$ cat src/rtl/bme_pkg.sv
package bme_pkg;
  typedef enum logic [1:0] {
    ST_IDLE  = 2'd0,
    ST_READ  = 2'd1,
    ST_WRITE = 2'd2,
    ST_DONE  = 2'd3
  } bmeState_t;

  // strobes the sequencer sends to the datapath
  typedef struct packed {
    logic load;        // take offsets, count and banks from inputs
    logic capture;     // keep the byte returned by the read
    logic advance;     // step offsets and count after a write
    logic commitBank;  // copy destination bank to dataBank
    logic useDst;      // address mux: destination side
  } bmeStrobe_t;
endpackage

$ cat src/rtl/bme_ctrl.sv
module bme_ctrl
  import bme_pkg::*;
(
  input  logic       clk,
  input  logic       rstN,
  input  logic       start,
  input  logic       countInZero,
  input  logic       countLast,
  input  logic       memReady,
  output bmeStrobe_t strobe,
  output logic       memReq,
  output logic       memWe,
  output logic       busy,
  output logic       done
);
  bmeState_t state, stateNxt;

  always_comb begin
    stateNxt = state;
    strobe   = '0;
    case (state)
      ST_IDLE: begin
        if (start) begin
          strobe.load = 1'b1;
          if (countInZero) begin
            strobe.commitBank = 1'b1;
            stateNxt = ST_DONE;
          end else begin
            stateNxt = ST_READ;
          end
        end
      end
      ST_READ: begin
        if (memReady) begin
          strobe.capture = 1'b1;
          stateNxt = ST_WRITE;
        end
      end
      ST_WRITE: begin
        strobe.useDst = 1'b1;
        if (memReady) begin
          strobe.advance = 1'b1;
          if (countLast) begin
            strobe.commitBank = 1'b1;
            stateNxt = ST_DONE;
          end else begin
            stateNxt = ST_READ;
          end
        end
      end
      ST_DONE: stateNxt = ST_IDLE;
      default: stateNxt = ST_IDLE;
    endcase
  end

  always_ff @(posedge clk) begin
    if (!rstN) state <= ST_IDLE;
    else       state <= stateNxt;
  end

  assign memReq = (state == ST_READ) || (state == ST_WRITE);
  assign memWe  = (state == ST_WRITE);
  assign busy   = memReq;
  assign done   = (state == ST_DONE);

  p_done_pulse_r6: assert property (@(posedge clk) disable iff (!rstN)
    done |=> !done);

  p_done_not_busy_r6: assert property (@(posedge clk) disable iff (!rstN)
    !(done && busy));

  p_req_hold_r3: assert property (@(posedge clk) disable iff (!rstN)
    (memReq && !memReady) |=> (memReq && $stable(memWe)));

  p_read_then_write_r3: assert property (@(posedge clk) disable iff (!rstN)
    (memReq && !memWe && memReady) |=> (memReq && memWe));
endmodule

$ cat src/rtl/bme_dpath.sv
module bme_dpath
  import bme_pkg::*;
#(
  parameter int BANK_W = 8,
  parameter int OFF_W  = 16,
  parameter int DATA_W = 8
) (
  input  logic                      clk,
  input  logic                      rstN,
  input  bmeStrobe_t                strobe,
  input  logic [BANK_W-1:0]         srcBankIn,
  input  logic [BANK_W-1:0]         dstBankIn,
  input  logic [OFF_W-1:0]          srcOffIn,
  input  logic [OFF_W-1:0]          dstOffIn,
  input  logic [OFF_W-1:0]          countIn,
  input  logic [DATA_W-1:0]         memRdata,
  output logic [BANK_W+OFF_W-1:0]   memAddr,
  output logic [DATA_W-1:0]         memWdata,
  output logic                      countInZero,
  output logic                      countLast,
  output logic [OFF_W-1:0]          srcOff,
  output logic [OFF_W-1:0]          dstOff,
  output logic [OFF_W-1:0]          count,
  output logic [BANK_W-1:0]         dataBank
);
  localparam logic [OFF_W-1:0] OFF_ONE  = {{(OFF_W-1){1'b0}}, 1'b1};
  localparam logic [OFF_W-1:0] OFF_ZERO = '0;

  logic [BANK_W-1:0] srcBank, dstBank;
  logic [DATA_W-1:0] byteHold;

  always_ff @(posedge clk) begin
    if (!rstN) begin
      srcBank <= '0;
      dstBank <= '0;
      srcOff  <= '0;
      dstOff  <= '0;
      count   <= '0;
    end else if (strobe.load) begin
      srcBank <= srcBankIn;
      dstBank <= dstBankIn;
      srcOff  <= srcOffIn;
      dstOff  <= dstOffIn;
      count   <= countIn;
    end else if (strobe.advance) begin
      srcOff  <= srcOff + OFF_ONE;   // wraps inside OFF_W bits
      dstOff  <= dstOff + OFF_ONE;
      count   <= count - OFF_ONE;
    end
  end

  always_ff @(posedge clk) begin
    if (!rstN)               byteHold <= '0;
    else if (strobe.capture) byteHold <= memRdata;
  end

  // for zero count, the bank comes straight from the input on the load edge
  always_ff @(posedge clk) begin
    if (!rstN) dataBank <= '0;
    else if (strobe.commitBank) dataBank <= strobe.load ? dstBankIn : dstBank;
  end

  assign memAddr     = strobe.useDst ? {dstBank, dstOff} : {srcBank, srcOff};
  assign memWdata    = byteHold;
  assign countInZero = (countIn == OFF_ZERO);
  assign countLast   = (count == OFF_ONE);

  p_step_r4: assert property (@(posedge clk) disable iff (!rstN)
    strobe.advance |=> (srcOff == $past(srcOff) + OFF_ONE) && (dstOff == $past(dstOff) + OFF_ONE));

  p_count_step_r5: assert property (@(posedge clk) disable iff (!rstN)
    strobe.advance |=> (count == $past(count) - OFF_ONE));

  p_bank_still_r8: assert property (@(posedge clk) disable iff (!rstN)
    !strobe.commitBank |=> $stable(dataBank));
endmodule

$ cat src/rtl/blk_copy_engine.sv
module blk_copy_engine
  import bme_pkg::*;
#(
  parameter int BANK_W = 8,
  parameter int OFF_W  = 16,
  parameter int DATA_W = 8,
  localparam int ADDR_W = BANK_W + OFF_W
) (
  input  logic              clk,
  input  logic              rstN,
  input  logic              start,
  input  logic [BANK_W-1:0] srcBankIn,
  input  logic [BANK_W-1:0] dstBankIn,
  input  logic [OFF_W-1:0]  srcOffIn,
  input  logic [OFF_W-1:0]  dstOffIn,
  input  logic [OFF_W-1:0]  countIn,
  output logic              memReq,
  output logic              memWe,
  output logic [ADDR_W-1:0] memAddr,
  output logic [DATA_W-1:0] memWdata,
  input  logic [DATA_W-1:0] memRdata,
  input  logic              memReady,
  output logic              busy,
  output logic              done,
  output logic [OFF_W-1:0]  srcOff,
  output logic [OFF_W-1:0]  dstOff,
  output logic [OFF_W-1:0]  count,
  output logic [BANK_W-1:0] dataBank
);
  bmeStrobe_t strobe;
  logic countInZero, countLast;

  bme_ctrl u_ctrl (
    .clk(clk), .rstN(rstN), .start(start),
    .countInZero(countInZero), .countLast(countLast), .memReady(memReady),
    .strobe(strobe), .memReq(memReq), .memWe(memWe), .busy(busy), .done(done)
  );

  bme_dpath #(.BANK_W(BANK_W), .OFF_W(OFF_W), .DATA_W(DATA_W)) u_dpath (
    .clk(clk), .rstN(rstN), .strobe(strobe),
    .srcBankIn(srcBankIn), .dstBankIn(dstBankIn),
    .srcOffIn(srcOffIn), .dstOffIn(dstOffIn), .countIn(countIn),
    .memRdata(memRdata), .memAddr(memAddr), .memWdata(memWdata),
    .countInZero(countInZero), .countLast(countLast),
    .srcOff(srcOff), .dstOff(dstOff), .count(count), .dataBank(dataBank)
  );

  p_addr_hold_r3: assert property (@(posedge clk) disable iff (!rstN)
    (memReq && !memReady) |=> $stable(memAddr));

  p_zero_quick_r7: assert property (@(posedge clk) disable iff (!rstN)
    (start && !busy && !done && countIn == '0) |=> (done && !memReq));

  p_ignore_busy_r9: assert property (@(posedge clk) disable iff (!rstN)
    (busy && !(memWe && memReady)) |=> ($stable(srcOff) && $stable(count)));
endmodule

$ cat config.mk
export PLATFORM = sky130hd
export DESIGN_NAME = blk_copy_engine
export DESIGN_NICKNAME = d
export VERILOG_FILES = /design/src/rtl/bme_pkg.sv /design/src/rtl/bme_ctrl.sv /design/src/rtl/bme_dpath.sv /design/src/rtl/blk_copy_engine.sv
export SDC_FILE = /design/constraint.sdc
export NUM_CORES = 1
export LEC_CHECK = 0
export BUFFER_PORTS_ARGS = -buffer_cell sky130_fd_sc_hd__buf_2
export CAP_MARGIN = 10
export CORE_UTILIZATION = 53
export CTS_CLUSTER_DIAMETER = 40
export CTS_CLUSTER_SIZE = 28
export DETAILED_ROUTE_END_ITERATION = 6
export GPL_ROUTABILITY_DRIVEN = 0
export PLACE_DENSITY = 0.83
export SYNTH_ARGS = -nofsm -noshare
export SYNTH_HDL_FRONTEND = slang
export SYNTH_SLANG_ARGS = --single-unit
$ cat constraint.sdc
create_clock -name clk -period 4.45 [get_ports clk]
set_input_delay 0.445 -clock clk [delete_from_list [all_inputs] [get_ports clk]]
set_output_delay 0.445 -clock clk [all_outputs]
set_load 0.1 [all_outputs]
## After elaboration in Yosys (flattened, before gate mapping)

Cells that the tools add are included.
W data, S select, Z words.

- Flip-flop bits (word level): 82
- Latch bits: 0
- RAM bits: 0
- ROM bits: 0
- Input port bits: 76
- Memories: 0

- Add/subtract/negate cells: 3
- Multiply operators: 0
- Div/mod/pow operators: 0
- $lt $le $gt $ge: 0
- Equal/unequal tests: 7
- Shifts and indexed selects: 0
- Mux-type cells: 25
- Bitwise operators: 0
- Reductions and logical operators: 5

Operators by type and width:

| operator | count |
|---|---|
| $mux W16 | 6 |
| $add A16 B1 Y16 const B | 2 |
| $mux W24 | 1 |
| $eq A16 B1 Y1 const B | 1 |
| $logic_not A16 Y1 | 1 |
| $sub A16 B1 Y16 const B | 1 |
| $mux W2 | 6 |
| $mux W1 | 9 |
| $mux W8 | 1 |
| $pmux W2 S4 | 1 |
| $eq A2 B2 Y1 const B | 2 |
| $ne A2 B2 Y1 const B | 2 |
| $reduce_and A3 Y1 | 1 |
| $eq A2 B1 Y1 const B | 1 |
| $logic_not A2 Y1 | 1 |
| $ne A2 B1 Y1 const B | 1 |
| $pmux W1 S2 | 1 |
| $reduce_bool A2 Y1 | 1 |
| $logic_or A1 B1 Y1 | 1 |

## Logic depth before layout (Yosys ltp)

Gate-level depths: netlist of run 1.

- Word-level depth: 6
- Gate-level depth with buffers: 8
- Gate-level depth less buffers: 6

## Cells and area by module

From an unflattened synthesis of run 1, not the netlist that was laid out.

- Cells, all modules: 490
- Area, all modules: 4251.6 µm²

By module, submodules not included:

| module | instances | cells an instance | area each (µm²) | seq. area each (µm²) |
|---|---|---|---|---|
| bme_dpath | 1 | 462 | 4001.3 | 1601.5 |
| bme_ctrl | 1 | 28 | 250.2 | 40.0 |

## Least setup slack after synthesis of run 1

No wires, ideal clock.

- Path kind: register to output
- Start point: register u_ctrl.state[0]
- End point: output port memAddr[7]
- Data arrival time: 3.901 ns
- Required time: 4.005 ns
- Setup slack: 0.104 ns
- Cell stages (with the launch flop): 7
- Buffers on the path: 3
- Cell sequence: dfxtp_1 > inv_1 > ha_1 > clkbuf_1 > buf_1 > buf_1 > o21ai_0

- Word-level cells in the longest chain between the ends: 3

RTL lines:

| item | line | text |
|---|---|---|
| from (decl) | bme_ctrl.sv:16 | `bmeState_t state, stateNxt;` |
| from (signal assigned) | bme_ctrl.sv:58 | `else state <= stateNxt;` |
| $eq A2 B2 Y1 | n/a |  |
| via memWe | blk_copy_engine.sv:18 | `output logic memWe,` |
| $mux W1 | bme_ctrl.sv:21 | `case (state)` |
| $mux W24 | bme_dpath.sv:63 | `assign memAddr = strobe.useDst ? {dstBank, dstOff} : {srcBank, srcOff};` |
| to (decl) | blk_copy_engine.sv:19 | `output logic [ADDR_W-1:0] memAddr,` |

The timed path passes the listed nets, and every way through them passes these cells.

## Worst setup path after layout of run 1

- Start point: register u_ctrl.state[0]
- End point: output port memAddr[5]

- Word-level cells in the longest chain between the ends: 3

RTL lines:

| item | line |
|---|---|
| $eq A2 B2 Y1 | bme_ctrl.sv:21 |
| $mux W1 | bme_ctrl.sv:21 |
| $mux W24 | bme_dpath.sv:63 |

Every way passes these cells.

==> metrics, run 1 <==
initial detailed-routing violation count 177; Die Span Y 91.2 um; sequential group share of total power 25.5%; achievable frequency 0.336 GHz; status finished, final reports clean; unrepaired setup endpoints after global routing false; NumNets Final 730; portion of synthesized cell area occupied by the leading cell type 39.0%; Fin Setup TNS 0 ns; fraction of layout instances using a drive strength above 1 33.7%; via count of the first global-routing pass 4063; Crit. End Element output pin; switching share of power 60.8%; clock edge transition at the registers on the reported setup and hold paths 0.09 ns; Hold Path Class primary input to flop; top flip-flop cell by instance count after synthesis dfxtp_1; # placed instances 737; drt wl/cell 16.5 um; minimum setup slack after placement 1.62 ns; CTS H-Tree Depth 3; Final HPWL DP 8.62 mm; GRT overflow 0; Cells after Synth 500; mapped cell area 4210 sq um; number of non-filler instances in the completed layout 752; initial standard-cell utilization of the core 54.5%; I/O pins 168; worst-case clock buffer depth 2; Setup Skew 0.00712 ns; Clk network pwr share 14.6%; minimum setup slack in the final design 1.48 ns; Net Switching 2720 uW; count of nets left with antenna violations after detail routing 0; combinational share of power 59.9%; internal power 1760 uW; post-cts resize count 0; maximum capacitance violations 0; synth warn 0; sequential fraction of the synthesis area 39.0%; total inserted antenna cells 0; TritonCTS Buffers 9; Final Hold Fails 0; share of synthesized flip-flops with an asynchronous set or reset 0%; final worst-path cycle share 66.8%; cell at the root of the clock tree clkbuf_8; leading cell types by total area after synthesis dfxtp_1 39%, mux2_2 6.1%, nand2_1 5.5%; slack of the worst reg-to-reg path 1.59 ns; DR vias/cell 5.89; worst skew pair latency 0.36 ns; row count 32; number of detailed-routing iterations run before antenna repair 4; TritonCTS Sinks 82; Pleak 0.00224 uW; count of different cell masters after synthesis 42; mean instance size in the synthesized netlist 8.43 sq um; FF/Latch Area 1640 sq um; Worst-Margin Slew 1.02 ns; count of final setup violators 0; number of post-CTS setup repair buffers 0; Filler Cell Count 607; routed wire length 12.4 mm; Tot GR Track Use 30.3%; Data arrival, critical path 2.53 ns; top fanout value on the critical path 22; Layout Area Growth over Synthesis 25.9%; final worst path period need 2.97 ns; count of hold buffers inserted by post-cts repair 0; crit start category flop; kind of critical path flop to output pin; count of flip-flops with a built-in enable after synthesis 0; Die Footprint 8310 sq um; register bit count reported by yosys 82; area occupied by multi-input gates 2400 sq um; antenna violations before repair 0; final slew viol count 0; Via Count 4431; maximum resistive drop on vdd 0.612 mV; pin count of the biggest net entering global routing 112; number of remaining DRC errors 0; CTS tree yes; normalized max-slew margin 31.7%; worst endpoint required time 4.01 ns; total core area 7730 sq um; IO buf count 167; syn nets 584; first-pass GRT wire length 20.1 mm; power density over the cells 844 nW/um^2; horizontal extent of the die 91.2 um; top cell type by total area after synthesis dfxtp_1
## metal layers
layer	GRT usage, %	vias to the layer above	part of all wire, %
met4	12.8	0	2.2
met1	37.9	2110	43
met2	51.3	195	49
met5	0	-	0
li1	-	2099	-
met3	5.28	27	6.3
## cells in the final DEF (no fill, tap or decap), types with 15 or more instances in the layout
master / count
a21oi_1: 46
buf_2: 167
dfxtp_1: 82
mux2_2: 23
nand2_1: 61
nand3_1: 18
nor2_1: 20
nor3_1: 15
o21ai_0: 38
xnor2_1: 21
## cell usage after synthesis (2+ instances only)
cell / n
or3_1: 6
nand3_1: 18
mux2_4: 8
a31oi_1: 10
or4_1: 8
clkbuf_1: 22
a311oi_1: 5
dfxtp_1: 82
nor4_1: 13
o21ai_0: 38
nor2_1: 20
o31ai_1: 7
mux2_2: 23
xor2_1: 10
xnor2_1: 21
buf_1: 9
a211oi_1: 12
a21oi_1: 46
nand4_1: 10
and4_1: 4
and2_1: 11
inv_1: 13
nand2_1: 62
ha_1: 8
nand3b_1: 2
nor3_1: 15
buf_2: 2
## power groups by stage
stage | clock [uW] | sequential, uW | combinational [uW]
after CTS | 659 | 1130 | 2680
final | 656 | 1140 | 2680
after global routing | 696 | 1160 | 2790
after floorplan | 0 | 2040 | 1350
after detailed placement | 0 | 1150 | 2670
after global placement | 0 | 1140 | 2640
## layout make-up
cell class                      instances  area share [%]
Timing Repair Buffer                  169            16.0
Tap cell                              102            2.41
Clock inverter                          6            2.17
Inverter                               13           0.920
Clock buffer                            9            2.33
Sequential cell                        82            30.9
Multi-Input combinational cell        371            45.2
## kinds of logic (layout without fill, tap and decap cells)
group                      after synthesis  after routing  share of synthesized area [%]
AOI/OAI and AO/OA                      123            123                           17.4
muxes                                   31             31                           9.00
adders and majority gates                8              8                           2.38
DFF                                     82             82                           39.0
buffers and inverters                   47            197                           4.34
and+or+nand+nor                        178            178                           21.5
xor gates and xnor gates                31             31                           6.44
## final timing paths
path	from	endpoint	depth (start not counted)
max	u_ctrl.state[0]$_SDFFE_PN0P_	memAddr[5]	5
min reg2reg	u_dpath.memWdata[2]$_SDFFE_PN0P_	u_dpath.memWdata[2]$_SDFFE_PN0P_	2
min	srcBankIn[1]	u_dpath.srcBank[1]$_SDFFE_PN0P_	3
max reg2reg	u_ctrl.state[0]$_SDFFE_PN0P_	u_dpath.dataBank[7]$_SDFFE_PN0P_	6
## worst max-delay path: stages, from the launching register on
cell     delay [ns]
dfxtp_1        0.34
inv_1          0.09
ha_1           0.66
buf_4          0.41
mux2_2         0.38
buf_2          0.29
## sequential cells by signal (all words and copies together), names as in the netlist
signal            flops
u_dpath.dstBank       8
u_dpath.srcBank       8
u_dpath.srcOff       16
u_dpath.dataBank      8
u_ctrl.state          2
u_dpath.count        16
u_dpath.dstOff       16
u_dpath.memWdata      8
## per-stage QoR
step	area, sq um	utilization, %	total power (uW)	hold slack [ns]
global placement	5070	65.6	3780	0.441
finish	5310	68.7	4480	0.318
detailed placement	5070	65.6	3820	0.445
floorplan	4210	-	3400	0.434
CTS	5310	68.7	4470	0.312
global route	5310	68.7	4650	0.307
Note: power is estimated with default switching activity, not from simulation.
==> run 2, diff against run 1 <==
--- a/config.mk
+++ b/config.mk
@@ -7,12 +7,12 @@
 export LEC_CHECK = 0
 export BUFFER_PORTS_ARGS = -buffer_cell sky130_fd_sc_hd__buf_2
 export CAP_MARGIN = 10
-export CORE_UTILIZATION = 53
+export CORE_UTILIZATION = 44
 export CTS_CLUSTER_DIAMETER = 40
 export CTS_CLUSTER_SIZE = 28
 export DETAILED_ROUTE_END_ITERATION = 6
 export GPL_ROUTABILITY_DRIVEN = 0
-export PLACE_DENSITY = 0.83
+export PLACE_DENSITY = 0.73
 export SYNTH_ARGS = -nofsm -noshare
 export SYNTH_HDL_FRONTEND = slang
 export SYNTH_SLANG_ARGS = --single-unit
==> constraint.sdc (replaced) <==
create_clock -name clk -period 2.59 [get_ports clk]
set_input_delay 0.259 -clock clk [delete_from_list [all_inputs] [get_ports clk]]
set_output_delay 0.259 -clock clk [all_outputs]
set_load 0.1 [all_outputs]
==> run 2 against run 1 <==
  * Via count is 2.7% lower
  * Critical path depth grew 1
  * Core utilization shrank 11 points
  * Sequential power is 71% higher
  * Count of clock-buffer cells in the layout unchanged
  * Die area rose by 20%
  * Largest cell class unchanged
  * Sequential share of layout area shrank 0.20 points
  * Cell count increased by 4.7%
  * Highest routed layer unchanged
  * First-iteration DRC count shrank 0.56%
==> metrics, run 2 (same netlist as run 1, synthesis figures left out) <==
status finished, final reports clean; fraction of layout instances using a drive strength above 1 35.4% (+1.7 points); routed wire length 12.5 mm (+0.64%); area occupied by multi-input gates 2410 sq um (+0.68%); count of hold buffers inserted by post-cts repair 0 (unchanged); DR vias/cell 5.48 (-7.0%); Crit path buffers/inverters 4 (+1); pin count of the biggest net entering global routing 74 (-34%); most used cells in the layout excluding fill and tap cells 167 x buf_2, 78 x dfxtp_1, 61 x nand2_1, 46 x a21oi_1, 37 x o21ai_0; maximum capacitance violations 0 (unchanged); horizontal extent of the die 99.9 um (+9.5%); number of detailed-routing iterations run before antenna repair 4 (unchanged); Pleak 0.00226 uW (+0.58%); final worst-path cycle share 94.2%; most common library cell in the layout ignoring fill and taps buf_2; achievable frequency 0.410 GHz; normalized max-slew margin 53.3% (+22 points); number of remaining DRC errors 0 (unchanged); FF/Latch Area 1650 sq um (+0.31%); Filler Cell Count 862 (+42%); number of non-filler instances in the completed layout 787 (+4.7%); switching share of power 62.5% (+1.7 points); Hold Path Class primary input to flop; total inserted antenna cells 0 (unchanged); worst skew pair latency 0.35 ns (about the same); Final Core Density 58.0% (-11 points); Die Footprint 9970 sq um (+20%); CTS H-Tree Depth 3 (unchanged); initial detailed-routing violation count 176 (-0.56%); Fin Setup TNS 0 ns (unchanged); GRT overflow 0 (unchanged); Data arrival, critical path 2.18 ns (-0.35 ns); power density over the cells 1390 nW/um^2 (+65%); sequential group share of total power 26.2% (+0.7 points); Tot GR Track Use 25.1% (-5.2 points); total core area 9240 sq um (+20%); clock edge transition at the registers on the reported setup and hold paths 0.09 ns (about the same); Layout Area Growth over Synthesis 27.1%; Crit. End Element output pin; Final HPWL DP 9.10 mm (+5.5%); row count 35 (+9.4%); initial standard-cell utilization of the core 45.6% (-8.9 points); first-pass GRT wire length 19.9 mm (-0.86%); Clk network pwr share 10.7% (-3.9 points); drt wl/cell 15.9 um (-3.8%); worst endpoint required time 2.33 ns (-1.68 ns); Worst-Margin Slew 0.700 ns (-0.324 ns); top fanout value on the critical path 15 (-32%); Final Hold Fails 0 (unchanged); Via Count 4311 (-2.7%); cell at the root of the clock tree clkbuf_8; Slowest Stage Delay on Critical Path 0.35 ns (-0.31 ns); combinational share of power 63.1% (+3.2 points); final slew viol count 0 (unchanged); chain of cells forming the critical path inv_1 > ha_4 > buf_4 > buf_6 > mux2_2 > buf_2; count of final setup violators 0 (unchanged); antenna violations before repair 0 (unchanged); kind of critical path flop to output pin; CTS tree yes; IO buf count 167 (unchanged); worst-case clock buffer depth 2 (unchanged); Die Span Y 99.9 um (+9.5%); unrepaired setup endpoints after global routing false; CP delay by family, top buffers and inverters; I/O pins 168 (unchanged); # placed instances 772 (+4.7%); TritonCTS Buffers 9 (unchanged); crit start category flop; NumNets Final 738 (+1.1%); registers with the highest flip-flop counts u_dpath.count: 16 flops, u_dpath.dstOff: 16 flops, u_dpath.srcOff: 16 flops; critical path's slowest cell mux2_2; count of nets left with antenna violations after detail routing 0 (unchanged); internal power 2800 uW (+59%); final worst path period need 2.44 ns; Setup Skew 0.00942 ns (+0.00231 ns); TritonCTS Sinks 82 (unchanged); maximum resistive drop on vdd 1.06 mV (+72%); Net Switching 4660 uW (+71%); via count of the first global-routing pass 4025 (-0.94%)
-- run 2: area by class of cell --
type | instances | share of cell area [%]
Timing Repair Buffer | 177 | 17.3
Clock buffer | 9 | 2.31
Sequential cell | 82 | 30.7
Multi-Input combinational cell | 371 | 45.1
Clock inverter | 6 | 0.654
Tap cell | 129 | 3.01
Inverter | 13 | 0.911
-- run 2: power groups by stage --
stage / clock network [uW] / logic [uW] / registers (uW)
3_3_place_gp: 0 / 4670 / 1950
2_1_floorplan: 0 / 2350 / 3510
5_1_grt: 881 / 4910 / 2000
3_5_place_dp: 0 / 4700 / 1970
4_1_cts: 823 / 4710 / 1940
6_report: 802 / 4710 / 1950
-- run 2: worst register-to-register path, delay by kind of cell (launching register included) --
| kind | cells | cell delay [ns] |
|---|---|---|
| mux | 1 | 0.36 |
| compound gates | 1 | 0.42 |
| simple gates | 2 | 1.18 |
| flops | 1 | 0.36 |
-- run 2: layer usage --
layer  up-vias  track usage, %  part of all wire [%]
li1       2117               -                     -
met5         -               0                     0
met3        16            3.90                   5.4
met1      2033            33.4                    45
met4         0            9.05                   1.6
met2       145            41.2                    48
-- run 2: worst paths after layout --
| kind | startpoint | to | slack, ns | cells after the start |
|---|---|---|---|---|
| worst max-delay path | u_ctrl.state[0]$_SDFFE_PN0P_ | memAddr[3] | 0.15 | 6 |
| worst min-delay path | srcBankIn[5] | u_dpath.srcBank[5]$_SDFFE_PN0P_ | 0.14 | 3 |
| worst max register to register | u_dpath.count[2]$_SDFFE_PN0P_ | u_dpath.dataBank[2]$_SDFFE_PN0P_ | 0.17 | 4 |
| worst min register to register | u_dpath.memWdata[2]$_SDFFE_PN0P_ | u_dpath.memWdata[2]$_SDFFE_PN0P_ | 0.46 | 2 |
-- run 2: stage by stage --
stage / setup WS, ns / area (sq um) / hold WS [ns] / total power, uW
global route: 0.0493 / 5360 / 0.131 / 7790
floorplan: 0.0420 / 4240 / 0.395 / 5860
CTS: 0.0760 / 5350 / 0.128 / 7480
global placement: 0.244 / 5190 / 0.441 / 6620
finish: 0.151 / 5360 / 0.139 / 7460
detailed placement: 0.197 / 5190 / 0.444 / 6670
-- run 2: repair_timing --
item                                    in CTS  in global routing
endpoints found under the setup margin       0                  7
hold endpoints to repair                     0                  0
gates resized for setup                      0                  1
setup buffers                                0                  0
==> run 3, diff against run 2 <==
--- a/config.mk
+++ b/config.mk
@@ -7,12 +7,14 @@
 export LEC_CHECK = 0
 export BUFFER_PORTS_ARGS = -buffer_cell sky130_fd_sc_hd__buf_2
 export CAP_MARGIN = 10
-export CORE_UTILIZATION = 44
+export CORE_MARGIN = 3
+export CORE_UTILIZATION = 30
 export CTS_CLUSTER_DIAMETER = 40
 export CTS_CLUSTER_SIZE = 28
 export DETAILED_ROUTE_END_ITERATION = 6
 export GPL_ROUTABILITY_DRIVEN = 0
-export PLACE_DENSITY = 0.73
+export PLACE_DENSITY = 0.53
 export SYNTH_ARGS = -nofsm -noshare
 export SYNTH_HDL_FRONTEND = slang
+export SYNTH_HIERARCHICAL = 1
 export SYNTH_SLANG_ARGS = --single-unit
==> run 3 against run 2 <==
  * Cell count rose by 4.6%
  * Global-route usage shrank 7.6 points
  * Largest cell class unchanged
  * Clock skew down 0.0028 ns
  * Critical path type is now flop to flop
==> metrics, run 3 <==
most common cell in the netlist dfxtp_1; worst endpoint required time 2.86 ns (+0.53 ns); registers with the highest flip-flop counts u_dpath/count: 16 flops, u_dpath/dstOff: 16 flops, u_dpath/srcOff: 16 flops; initial detailed-routing violation count 219 (+24%); final slew viol count 0 (unchanged); top fanout value on the critical path 7 (-8); Filler Cell Count 1390 (+61%); Die Footprint 15600 sq um (+57%); count of nets left with antenna violations after detail routing 0 (unchanged); mean instance size in the synthesized netlist 8.68 sq um (+2.9%); synth warn 6 (+6); Worst Hold Slack 0.152 ns (+0.0122 ns); Layout Area Growth over Synthesis 31.8%; Reg2Reg Launch Point u_ctrl/state[0]$_SDFFE_PN0P_; first-pass GRT wire length 22.3 mm (+12%); CTS H-Tree Depth 3 (unchanged); cell at the root of the clock tree clkbuf_16; final worst path period need 2.31 ns (-0.131 ns); NumNets Final 728 (-1.4%); register bit count reported by yosys 82 (unchanged); final worst-path cycle share 89.1% (-5.1 points); placed inst area 5310 sq um (+2.2%); antenna violations before repair 3 (+3); crit start category flop; mapped cell area 4250 sq um (+0.89%); Tot GR Track Use 17.5% (-7.6 points); number of post-CTS setup repair buffers 0 (unchanged); area occupied by multi-input gates 2460 sq um (+2.0%); number of remaining DRC errors 0 (unchanged); Fin Setup TNS 0 ns (unchanged); Via Count 4217 (-2.2%); capturing element of the worst setup path u_dpath/count[15]$_SDFFE_PN0P_; total chip power 7870 uW (+5.4%); maximum capacitance violations 0 (unchanged); top cell type by total area after synthesis dfxtp_1; most common library cell in the layout ignoring fill and taps buf_2; post-cts resize count 0 (unchanged); Die Span Y 125 um (+25%); Worst-Margin Slew 0.516 ns (-0.184 ns); normalized max-slew margin 65.3% (+12 points); commonest cells in the synthesized netlist 82 x dfxtp_1, 53 x nor2_1, 38 x a21oi_1, 29 x mux2i_1, 29 x xnor2_1; TritonCTS Buffers 9 (unchanged); GRT overflow 0 (unchanged); sequential fraction of the synthesis area 38.6% (-0.34 points); # placed instances 807 (+4.5%); Crit. End Element flop; pin count of the biggest net entering global routing 37 (-50%); horizontal extent of the die 125 um (+25%); achievable frequency 0.433 GHz (+5.7%); capture instance of the worst register-to-register path u_dpath/count[15]$_SDFFE_PN0P_; Finished Cell Area 5610 sq um (+4.6%); worst skew pair latency 0.34 ns (about the same); power density over the cells 1400 nW/um^2 (+0.76%); via count of the first global-routing pass 4134 (+2.7%); Hold Path Class primary input to flop; drt wl/cell 16.5 um (+3.5%); count of hold buffers inserted by post-cts repair 0 (unchanged); CTS tree yes; kind of critical path flop to flop; syn nets 576 (-1.4%); maximum resistive drop on vdd 0.670 mV (-37%); most used cells in the layout excluding fill and tap cells 167 x buf_2, 70 x dfxtp_1, 53 x nor2_1, 38 x a21oi_1; count of different cell masters after synthesis 45 (+7.1%); I/O pins 168 (unchanged); count of flip-flops with a built-in enable after synthesis 0 (unchanged); source of the critical timing path u_ctrl/state[0]$_SDFFE_PN0P_; DR vias/cell 5.12 (-6.5%); number of non-filler instances in the completed layout 823 (+4.6%); TritonCTS Sinks 82 (unchanged); initial standard-cell utilization of the core 31.4% (-14 points); Final HPWL DP 9.99 mm (+9.8%); fraction of layout instances using a drive strength above 1 36.2% (+0.81 points); number of detailed-routing iterations run before antenna repair 5 (+1); R2R cell count 7 (+3); row count 42 (+20%); total core area 13600 sq um (+47%); unrepaired setup endpoints after global routing false; IO buf count 167 (unchanged); leading cell types by total area after synthesis dfxtp_1 39%, mux2i_1 6.8%, mux2_2 6.1%; Setup Skew 0.00661 ns (-0.00282 ns); clock edge transition at the registers on the reported setup and hold paths 0.06 ns (-0.03 ns); Pleak 0.00241 uW (+6.9%); portion of synthesized cell area occupied by the leading cell type 38.6% (-0.34 points); slack of the worst reg-to-reg path 0.28 ns (+0.11 ns); top flip-flop cell by instance count after synthesis dfxtp_1; status finished, final reports clean; share of synthesized flip-flops with an asynchronous set or reset 0% (unchanged); Data arrival, critical path 2.57 ns (+0.39 ns); Cells after Synth 490 (-2.0%); count of final setup violators 0 (unchanged); routed wire length 13.6 mm (+8.3%); worst-case clock buffer depth 2 (unchanged); FF/Latch Area 1660 sq um (+0.76%); Final Hold Fails 0 (unchanged)
## run 3: changes by cell type after synthesis, moves of 9 or more
| cell | previous run | this run |
|---|---|---|
| nand2_1 | 62 | 20 |
| and3_1 | 1 | 10 |
| o21ai_0 | 38 | 28 |
| mux2i_1 | 0 | 29 |
| nor2_1 | 20 | 53 |
| and2_1 | 11 | 1 |
## run 3: area by class of cell
class                           count  area share (%)
Sequential cell                    82            29.6
Multi-Input combinational cell    364            43.9
Clock buffer                       12            4.40
Clock inverter                      3           0.714
Antenna cell                        1          0.0446
Tap cell                          176            3.93
Timing Repair Buffer              176            16.8
Inverter                            9           0.603
## run 3: where the power goes
part           total [uW]  internal [uW]  switching [uW]
Combinational        4680            976            3700
Clock                1270            765             501
Sequential           1930           1560             368
Total                7870           3300            4570
## run 3: critical path, stage by stage, from the launching register on
cell and delay (ns):
dfxtp_1 0.33, inv_1 0.18, ha_1 0.19, and2_4 0.14, or3b_1 0.47, or3_1 0.36, or4_1 0.41, a31oi_1 0.17
## run 3: through the flow
| step | setup slack [ns] | util [%] |
|---|---|---|
| after floorplan | 0.00227 | - |
| after global placement | 0.299 | 39.1 |
| after detailed placement | 0.234 | 39.1 |
| after CTS | 0.212 | 41.3 |
| after global routing | 0.0706 | 41.3 |
| final | 0.282 | 41.3 |
## run 3: kinds of logic after synthesis
logic type | after synthesis | share of synthesized area (%)
simple gates | 163 | 19.5
buf+inv | 44 | 4.24
flops | 82 | 38.6
xor+xnor | 40 | 8.24
compound gates | 99 | 13.6
fa+ha+maj | 10 | 2.94
mux | 52 | 12.9
## run 3: routing by layer
layer	up-vias	routed length, um	GRT usage [%]
met1	1954	5980	22.4
met3	22	1180	6.95
li1	2077	-	-
met2	160	6160	27.4
met4	4	206	5.29
met5	-	24	0
## run 3: worst min-delay path by stage
stage	start	to	slack [ns]	cells past startpoint
3_5_place_dp	u_dpath/dataBank[0]$_SDFFE_PN0P_	u_dpath/dataBank[0]$_SDFFE_PN0P_	0.48	2
3_3_place_gp	u_dpath/srcBank[0]$_SDFFE_PN0P_	u_dpath/srcBank[0]$_SDFFE_PN0P_	0.47	2
2_1_floorplan	rstN	u_ctrl/state[0]$_SDFFE_PN0P_	0.38	2
4_1_cts	memRdata[2]	u_dpath/memWdata[2]$_SDFFE_PN0P_	0.13	3
6_report	memRdata[4]	u_dpath/memWdata[4]$_SDFFE_PN0P_	0.15	3
5_1_grt	memRdata[4]	u_dpath/memWdata[4]$_SDFFE_PN0P_	0.15	3
